## src/rtl/cmd_pkg.sv

```systemverilog
`timescale 1ns/1ps
package cmd_pkg;
  // Structural counts of the clock tree
  localparam int N_DOM = 5;   // cpu, cache, bus0, bus2, periph
  localparam int N_MUX = 4;   // source, cpu, bus0, bus2
  localparam int N_GRP = 3;   // cpu group, bus0 group, bus2 group

  localparam logic ADDR_CTRL = 1'b0;
  localparam logic ADDR_STAT = 1'b1;

  // Divider group of each domain; group g is fed by select g+1
  function automatic int dom_grp(input int d);
    case (d)
      0, 1:    return 0;
      2:       return 1;
      default: return 2;
    endcase
  endfunction
endpackage

```

## src/rtl/cmd_srcmux.sv

```systemverilog
`timescale 1ns/1ps
module cmd_srcmux #(
  parameter int SEL_W = 2,
  parameter int N_MUX = 4
) (
  input  logic [N_MUX*SEL_W-1:0] sel_i,
  input  logic                   pri_i,
  input  logic                   sec_i,
  output logic [N_MUX-1:0]       stb_o
);
  function automatic logic pick(input logic [SEL_W-1:0] s, input logic a, input logic b);
    if (s == SEL_W'(1))      return a;
    else if (s == SEL_W'(2)) return b;
    else                     return 1'b0;
  endfunction

  logic base_stb;
  assign base_stb = pick(sel_i[0 +: SEL_W], pri_i, sec_i);
  assign stb_o[0] = base_stb;

  for (genvar i = 1; i < N_MUX; i++) begin : g_dom_mux
    assign stb_o[i] = pick(sel_i[i*SEL_W +: SEL_W], base_stb, sec_i);
  end
endmodule

```

## src/rtl/cmd_divider.sv

```systemverilog
`timescale 1ns/1ps
module cmd_divider #(
  parameter int DIV_W = 4
) (
  input  logic             clk,
  input  logic             rst_n,
  input  logic             stb_i,
  input  logic             accept_i,
  input  logic [DIV_W-1:0] tgt_i,
  output logic             ce_o,
  output logic             pend_o
);
  logic [DIV_W-1:0] cnt_q, act_q, tgt_q;
  logic             pend_q, ce_q;
  logic             term;

  assign term = stb_i && (cnt_q == act_q);

  // count strobes; ratio swap only at the old terminal count
  always_ff @(posedge clk or negedge rst_n) begin
    if (!rst_n) begin
      cnt_q <= '0;
      act_q <= '0;
      ce_q  <= 1'b0;
    end else begin
      ce_q <= term;
      if (term) begin
        cnt_q <= '0;
        if (pend_q) act_q <= tgt_q;
      end else if (stb_i) begin
        cnt_q <= cnt_q + 1'b1;
      end
    end
  end

  always_ff @(posedge clk or negedge rst_n) begin
    if (!rst_n) begin
      tgt_q  <= '0;
      pend_q <= 1'b0;
    end else if (accept_i) begin
      tgt_q  <= tgt_i;
      pend_q <= 1'b1;
    end else if (term) begin
      pend_q <= 1'b0;
    end
  end

  assign ce_o   = ce_q;
  assign pend_o = pend_q;

  assert_cnt_range_R3: assert property (@(posedge clk) disable iff (!rst_n)
    cnt_q <= act_q);
  assert_swap_at_terminal_R6: assert property (@(posedge clk) disable iff (!rst_n)
    $fell(pend_q) |-> $past(stb_i && !accept_i));
  assert_pulse_follows_strobe_R3: assert property (@(posedge clk) disable iff (!rst_n)
    ce_q |-> $past(stb_i));
endmodule

```

## src/rtl/cmd_regs.sv

```systemverilog
`timescale 1ns/1ps
module cmd_regs
  import cmd_pkg::*;
#(
  parameter int DATA_W     = 32,
  parameter int SEL_W      = 2,
  parameter int DIV_W      = 4,
  parameter int SETTLE_CNT = 2
) (
  input  logic                   clk,
  input  logic                   rst_n,
  input  logic                   wr_en_i,
  input  logic                   wr_addr_i,
  input  logic [DATA_W-1:0]      wr_data_i,
  input  logic                   rd_addr_i,
  output logic [DATA_W-1:0]      rd_data_o,
  input  logic [N_MUX-1:0]       mux_stb_i,
  input  logic [N_DOM-1:0]       dom_pend_i,
  output logic [N_MUX*SEL_W-1:0] sel_o,
  output logic [N_DOM-1:0]       accept_o,
  output logic [N_DOM*DIV_W-1:0] tgt_o
);
  localparam int DIV_LSB = N_MUX * SEL_W;
  localparam int CE_LSB  = DIV_LSB + N_DOM * DIV_W;
  localparam int SCW     = $clog2(SETTLE_CNT + 1);

  function automatic logic [DATA_W-1:0] ctrl_reset();
    logic [DATA_W-1:0] v;
    v = '0;
    for (int i = 0; i < N_MUX; i++) v[i*SEL_W +: SEL_W] = SEL_W'(1);
    return v;
  endfunction
  localparam logic [DATA_W-1:0] CTRL_RST = ctrl_reset();

  logic [DATA_W-1:0]  ctrl_q;
  logic [N_GRP-1:0]   busy_q, grp_acc, grp_pend;
  logic [N_MUX-1:0]   done_q, sel_chg;
  logic [SCW-1:0]     sc_q [N_MUX];
  logic               ctrl_wr;

  assign ctrl_wr = wr_en_i && (wr_addr_i == ADDR_CTRL);

  always_ff @(posedge clk or negedge rst_n) begin
    if (!rst_n)       ctrl_q <= CTRL_RST;
    else if (ctrl_wr) ctrl_q <= wr_data_i;
  end

  assign sel_o = ctrl_q[0 +: N_MUX*SEL_W];

  // divider group acceptance and busy tracking
  always_comb begin
    grp_pend = '0;
    for (int d = 0; d < N_DOM; d++) grp_pend[dom_grp(d)] = grp_pend[dom_grp(d)] | dom_pend_i[d];
  end

  for (genvar g = 0; g < N_GRP; g++) begin : g_grp
    assign grp_acc[g] = ctrl_wr && wr_data_i[CE_LSB+g];

    always_ff @(posedge clk or negedge rst_n) begin
      if (!rst_n)          busy_q[g] <= 1'b0;
      else if (grp_acc[g]) busy_q[g] <= 1'b1;
      else                 busy_q[g] <= busy_q[g] && grp_pend[g];
    end

    assert_busy_rise_R5: assert property (@(posedge clk) disable iff (!rst_n)
      $rose(busy_q[g]) |-> $past(ctrl_wr && wr_data_i[CE_LSB+g]));
    assert_busy_fall_R5: assert property (@(posedge clk) disable iff (!rst_n)
      $fell(busy_q[g]) |-> !$past(grp_pend[g]));
  end

  for (genvar d = 0; d < N_DOM; d++) begin : g_dom
    assign accept_o[d]              = grp_acc[dom_grp(d)];
    assign tgt_o[d*DIV_W +: DIV_W]  = wr_data_i[DIV_LSB + d*DIV_W +: DIV_W];
  end

  // select settle tracking
  for (genvar i = 0; i < N_MUX; i++) begin : g_mux
    assign sel_chg[i] = ctrl_wr &&
      (wr_data_i[i*SEL_W +: SEL_W] != ctrl_q[i*SEL_W +: SEL_W]);

    always_ff @(posedge clk or negedge rst_n) begin
      if (!rst_n) begin
        done_q[i] <= 1'b1;
        sc_q[i]   <= '0;
      end else if (sel_chg[i]) begin
        done_q[i] <= 1'b0;
        sc_q[i]   <= '0;
      end else if (!done_q[i] && mux_stb_i[i]) begin
        if (sc_q[i] == SCW'(SETTLE_CNT - 1)) done_q[i] <= 1'b1;
        else                                 sc_q[i]   <= sc_q[i] + 1'b1;
      end
    end

    assert_settle_drop_R7: assert property (@(posedge clk) disable iff (!rst_n)
      $fell(done_q[i]) |-> $past(ctrl_wr));
    assert_settle_rise_R7: assert property (@(posedge clk) disable iff (!rst_n)
      $rose(done_q[i]) |-> $past(mux_stb_i[i]));
  end

  always_comb begin
    rd_data_o = '0;
    if (rd_addr_i == ADDR_STAT) begin
      rd_data_o[N_MUX-1:0]       = done_q;
      rd_data_o[N_MUX +: N_GRP]  = busy_q;
    end else begin
      rd_data_o = ctrl_q;
    end
  end

  assert_stat_write_ignored_R9: assert property (@(posedge clk) disable iff (!rst_n)
    (wr_en_i && wr_addr_i == ADDR_STAT) |=> $stable(ctrl_q));
endmodule

```

## src/rtl/clk_muxdiv_ctrl.sv

```systemverilog
`timescale 1ns/1ps
module clk_muxdiv_ctrl
  import cmd_pkg::*;
#(
  parameter int DATA_W     = 32,
  parameter int SEL_W      = 2,
  parameter int DIV_W      = 4,
  parameter int SETTLE_CNT = 2
) (
  input  logic              clk,
  input  logic              rst_n,
  input  logic              pri_stb_i,
  input  logic              sec_stb_i,
  input  logic              wr_en_i,
  input  logic              wr_addr_i,
  input  logic [DATA_W-1:0] wr_data_i,
  input  logic              rd_addr_i,
  output logic [DATA_W-1:0] rd_data_o,
  output logic [N_DOM-1:0]  dom_ce_o
);
  logic [N_MUX*SEL_W-1:0] sel;
  logic [N_MUX-1:0]       mux_stb;
  logic [N_DOM-1:0]       accept, pend;
  logic [N_DOM*DIV_W-1:0] tgt;

  cmd_regs #(
    .DATA_W(DATA_W), .SEL_W(SEL_W), .DIV_W(DIV_W), .SETTLE_CNT(SETTLE_CNT)
  ) u_regs (
    .clk(clk), .rst_n(rst_n),
    .wr_en_i(wr_en_i), .wr_addr_i(wr_addr_i), .wr_data_i(wr_data_i),
    .rd_addr_i(rd_addr_i), .rd_data_o(rd_data_o),
    .mux_stb_i(mux_stb), .dom_pend_i(pend),
    .sel_o(sel), .accept_o(accept), .tgt_o(tgt)
  );

  cmd_srcmux #(.SEL_W(SEL_W), .N_MUX(N_MUX)) u_mux (
    .sel_i(sel), .pri_i(pri_stb_i), .sec_i(sec_stb_i), .stb_o(mux_stb)
  );

  for (genvar d = 0; d < N_DOM; d++) begin : g_div
    cmd_divider #(.DIV_W(DIV_W)) u_div (
      .clk(clk), .rst_n(rst_n),
      .stb_i(mux_stb[dom_grp(d) + 1]),
      .accept_i(accept[d]),
      .tgt_i(tgt[d*DIV_W +: DIV_W]),
      .ce_o(dom_ce_o[d]),
      .pend_o(pend[d])
    );
  end

  // domains sharing one select see the same strobe
  assert_pair_share_R8: assert property (@(posedge clk) disable iff (!rst_n)
    (g_div[0].u_div.cnt_q == g_div[1].u_div.cnt_q &&
     g_div[0].u_div.act_q == g_div[1].u_div.act_q) |=>
     (dom_ce_o[0] == dom_ce_o[1]));
endmodule

```

## config.mk

```make
export PLATFORM = sky130hd
export DESIGN_NAME = clk_muxdiv_ctrl
export DESIGN_NICKNAME = d
export VERILOG_FILES = /design/src/rtl/cmd_pkg.sv /design/src/rtl/cmd_srcmux.sv /design/src/rtl/cmd_divider.sv /design/src/rtl/cmd_regs.sv /design/src/rtl/clk_muxdiv_ctrl.sv
export SDC_FILE = /design/constraint.sdc
export NUM_CORES = 1
export LEC_CHECK = 0
export BUFFER_PORTS_ARGS = -buffer_cell sky130_fd_sc_hd__buf_2
export CAP_MARGIN = 40
export CORE_MARGIN = 1
export CORE_UTILIZATION = 44
export DETAILED_ROUTE_END_ITERATION = 16
export PLACE_DENSITY_LB_ADDON = 0.1
export SYNTH_ARGS = -nofsm -noshare
export SYNTH_HDL_FRONTEND = slang
export SYNTH_HIERARCHICAL = 1
export SYNTH_SLANG_ARGS = --single-unit
```

## constraint.sdc

```tcl
create_clock -name clk -period 7.22 [get_ports clk]
set_input_delay 1.805 -clock clk [delete_from_list [all_inputs] [get_ports clk]]
set_output_delay 1.805 -clock clk [all_outputs]
set_load 0.005 [all_outputs]
```

; After elaboration in Yosys (flattened, before gate mapping)
; Index checks and enable logic that the tools add are counted.
[word_totals]
reg_bits = 117
out_inout_bits = 37
[classes]
addsub = 9
eq_ne = 25
mux = 57
bitwise = 3
reduce_logical = 55
[op_table]
columns = op, count
row1 = 4-bit two-way mux, 10
row2 = 2-bit nonzero test, 18
row3 = 1-bit two-way mux, 33
row4 = 2-bit AND reduction, 13
row5 = 25-bit two-way mux, 1
row6 = 2-bit two-way mux, 12
row7 = "4-bit by 1-bit adder with 4-bit output, second input constant", 5
row8 = 4-bit equality test, 5
row9 = 1-bit logical AND, 20
row10 = "2-bit by 1-bit equality test with 1-bit output, second input constant", 8
row11 = "2-bit by 1-bit adder with 2-bit output, second input constant", 4
row12 = "2-bit equality test, second input constant", 4
row13 = "2-bit by 1-bit != test with 1-bit output, second input constant", 4
row14 = 2-bit != test, 4
row15 = 7-bit two-way mux, 1
row16 = 1-bit zero test, 4
row17 = 1-bit OR, 2
row18 = 1-bit inverter, 1

; Depth between registers and ports, before layout
[logic_depth]
depth_word = 7
ltp_mapped = 7
mapped_depth_nobuf = 6

; Cells and area by module
; The synthesis kept the hierarchy.
[modules_own_cells]
columns = mod, instances, cells_per_inst, area_each_um2
row1 = cmd_divider, 5, 44, 614.3
row2 = cmd_regs, 1, 271, 2551.2
row3 = cmd_srcmux, 1, 17, 117.6

; Worst setup path before layout
; Ideal clock, no wire load.
[synth_timing]
kind = input-to-output
startpoint = input port rd_addr_i
endpoint = output port rd_data_o[1]
arrival_time_ps = 2280
slack_ps = 3135
cell_stages = 2
cell_sequence = buf_4 -> mux2_2
[synth_between]
elab_chain_len = 1
[synth_lines]
columns = item, line
row1 = start: declaration, clk_muxdiv_ctrl.sv:17  ; input logic rd_addr_i,
row2 = 7-bit two-way mux, cmd_regs.sv:102  ; if (rd_addr_i == ADDR_STAT) begin
row3 = end: declaration, clk_muxdiv_ctrl.sv:18  ; output logic [DATA_W-1:0] rd_data_o,
; No other way between the ends.

; Worst setup path after layout
; Same ends and word-level chain as after synthesis.

==> results by group <==
Outcome
  • Status: finished, final reports clean

Place
  • IO Port Bufs: 75
  • GP Congestion: 0.742
  • Dpl cells: 715
  • HPWL Detailed: 7120 µm

Cells and area
  • Layout area overhead: 15.9%
  • Nets@finish: 610
  • Final Core Density: 0.525
  • Most frequent cells in the layout: dfrtp_1, nand2_1, buf_2
  • Final non-filler cell total: 747
  • Share of post-route cells with drive strength above 1: 0.318
  • Number of diodes: 0
  • Most common cell after layout, fill and taps aside: dfrtp_1

Route
  • DRC viols: 0
  • WL final: 10,500 µm
  • Vias: 3,629
  • Iteration-0 DRC Markers: 115
  • Initial DRT Pass Iterations: 4
  • DRT antenna net count: 0
  • Post-DR vias/cell: 4.86
  • DR WL/cell: 14.0 µm

Yosys
  • Syn avg cell area: 11.3 µm²
  • Part of the Yosys area used for sequential elements: 0.512
  • Synth warn: 6
  • Distinct cells, synth: 38
  • Mapped Cells: 508
  • Number of enable flip-flop cells after synthesis: 0
  • Dominant synthesized flop cell: dfrtp_1
  • #FFs+latches synth: 117
  • Async set-or-reset flop fraction in the synthesized netlist: 1.00
  • Post-Syn Area: 5740 µm²
  • Syn_nets: 556

STA
  • Setup violators final: 0
  • Total negative setup slack: 0 ps
  • Relative slew slack: 0.456
  • Crit path time final: 4710 ps
  • Achievable Freq: 212 MHz
  • Final Slew Violations: 0
  • Hold slack: 465 ps
  • Worst Max-Slew Pin Slew: 816 ps
  • RSZ-0062 raised after global routing: false
  • Final period utilization: 0.653
  • Final Hold Viols: 0
  • Fin Clk Skew: 6.60 ps

Power and ir drop
  • Static Leak: 0.00324 µW
  • Total power draw: 2460 µW
  • P per Cell Area: 370 nW/µm²
  • Maximum vdd drop: 145 µV

Global routing
  • Gr busiest metal: met2
  • GRT overflow: 0
  • Antenna violations before repair: 0
  • GR Util All Layers: 0.172
  • Met3 Use GR: 0.0426
  • Global-route wire length before repair: 17,500 µm
  • GR Util met2: 0.265
  • Vias in the first global route: 3,627
  • Met1 Use GR: 0.230
  • Largest net degree at the start of global routing: 67

Min path
  • Hold WC Path Type: flip-flop to flip-flop

Worst setup path
  • CP most frequent cell: buf_2
  • CP peak stage delay: 550 ps
  • CP endpoint kind: output port
  • Worst path slowest cell: buf_2
  • Arr. time, crit path: 2910 ps
  • Worst reg2reg setup slack: 4930 ps
  • Critical Path Start Type: input pin
  • Critical path peak fanout: 32
  • CP Data Required Time: 5410 ps
  • Crit-path cells: buf_2 > mux2_2 > buf_2
  • Crit Path Category: input pin to output port

Clock network
  • Num CTS Buffers: 17
  • CTS tree: yes
  • Root buffer cell: clkbuf_16
  • Clock tree buffer depth: 2
  • Reg clk slew, reported paths: 50 ps
  • Worst-Skew Late Latency: 400 ps
  • Post-CTS Setup Inserts: 0
  • Htree depth: 4
  • Resize count post-CTS: 0
  • Hold-fix buffers, CTS: 0
  • Clock sink total: 117

Die
  • Die area: 13,500 µm²
  • Initial Util: 0.453
  • Die X: 116 µm
  • Ports: 76
  • Core area: 12,700 µm²
  • Row count: 41
  • Die Y: 116 µm

Flow run
  • Max_cap viols: 0
flip-flops by register name, indices dropped and copies added (netlist names):
register,flops
u_regs/ctrl_q,32
g_div.u_div/act_q,20
g_div.u_div/cnt_q,20
g_div.u_div/tgt_q,20
u_regs/sc_q,8
g_div.u_div/ce_o,5
g_div.u_div/pend_o,5
u_regs/done_q,4
u_regs/busy_q,3
per-stage QoR:
step	setup WS, ps	area, µm²
2_1_floorplan	3140	5740
3_3_place_gp	2510	6030
3_5_place_dp	2480	6050
4_1_cts	2480	6650
5_1_grt	2440	6650
6_report	2510	6650
report_power, final:
group	leakage (µW)	switching, µW	internal, µW	total (µW)
clock	0.000306	277	564	842
combinational	0.00151	289	298	587
sequential	0.00143	169	863	1030
total	0.00324	736	1720	2460
critical path, delay by kind of cell:
kind	cells	cell delay [ps]
multiplexers	1	420
buffers and inverters	2	680
cell type report:
class	count	area, µm²
fill	1177	6020
clock buffer	21	470
inverter	20	75.1
tap	172	215
clock inverter	11	130
multi-input combinational	325	2400
timing repair buffer	81	420
sequential	117	2940
metal layers:
layer,vias up,wire length [µm]
li1,1760,-
met1,1788,5030
met2,69,4900
met3,12,376
met4,0,156
met5,-,0
cell usage after synthesis, drive strengths merged, types with 2 or more instances:
library cell / n / area (µm²)
dfrtp: 109 / 2730
mux2i: 5 / 50.1
o21bai: 5 / 37.5
a21oi: 11 / 70.1
clkbuf: 5 / 18.8
dfstp: 8 / 210
a2111oi: 5 / 138
or2b: 5 / 37.5
xnor2: 12 / 105
nand2: 101 / 379
mux2: 48 / 544
nor3b: 4 / 75.1
xor2: 25 / 219
clkinv: 5 / 18.8
and4bb: 3 / 37.5
nand4: 10 / 93.8
and3: 5 / 31.3
o21ai: 8 / 40.0
or3b: 5 / 43.8
nor2: 27 / 106
a21o: 2 / 15.0
buf: 41 / 322
a211oi: 3 / 37.5
ha: 9 / 113
inv: 15 / 56.3
nor2b: 26 / 165
o32ai: 3 / 26.3
kinds of logic (layout without fill, tap and decap cells):
logic type / Yosys count / after routing / share of synthesized area
adder cells (fa/ha/maj): 9 / 9 / 0.0196
AO/OA/AOI/OAI: 37 / 37 / 0.0634
AND/OR/NAND/NOR: 189 / 189 / 0.173
buffers and inverters: 66 / 133 / 0.0724
flip-flops: 117 / 117 / 0.512
XOR/XNOR: 37 / 37 / 0.0565
multiplexers: 53 / 53 / 0.104
final timing paths:
check | from | endpoint | depth (start not counted)
worst max-delay path | rd_addr_i | rd_data_o[1] | 3
worst min-delay path | u_regs/ctrl_q[20] | u_regs/ctrl_q[20] | 2
worst max register to register | u_regs/ctrl_q[0] | g_div[1].u_div/act_q[0] | 5
worst min register to register | u_regs/ctrl_q[20] | u_regs/ctrl_q[20] | 2
max in group asynchronous | rst_n | g_div[0].u_div/ce_o | 2
min in group asynchronous | rst_n | g_div[2].u_div/cnt_q[2] | 1
Note: power is estimated with default switching activity, not from simulation.
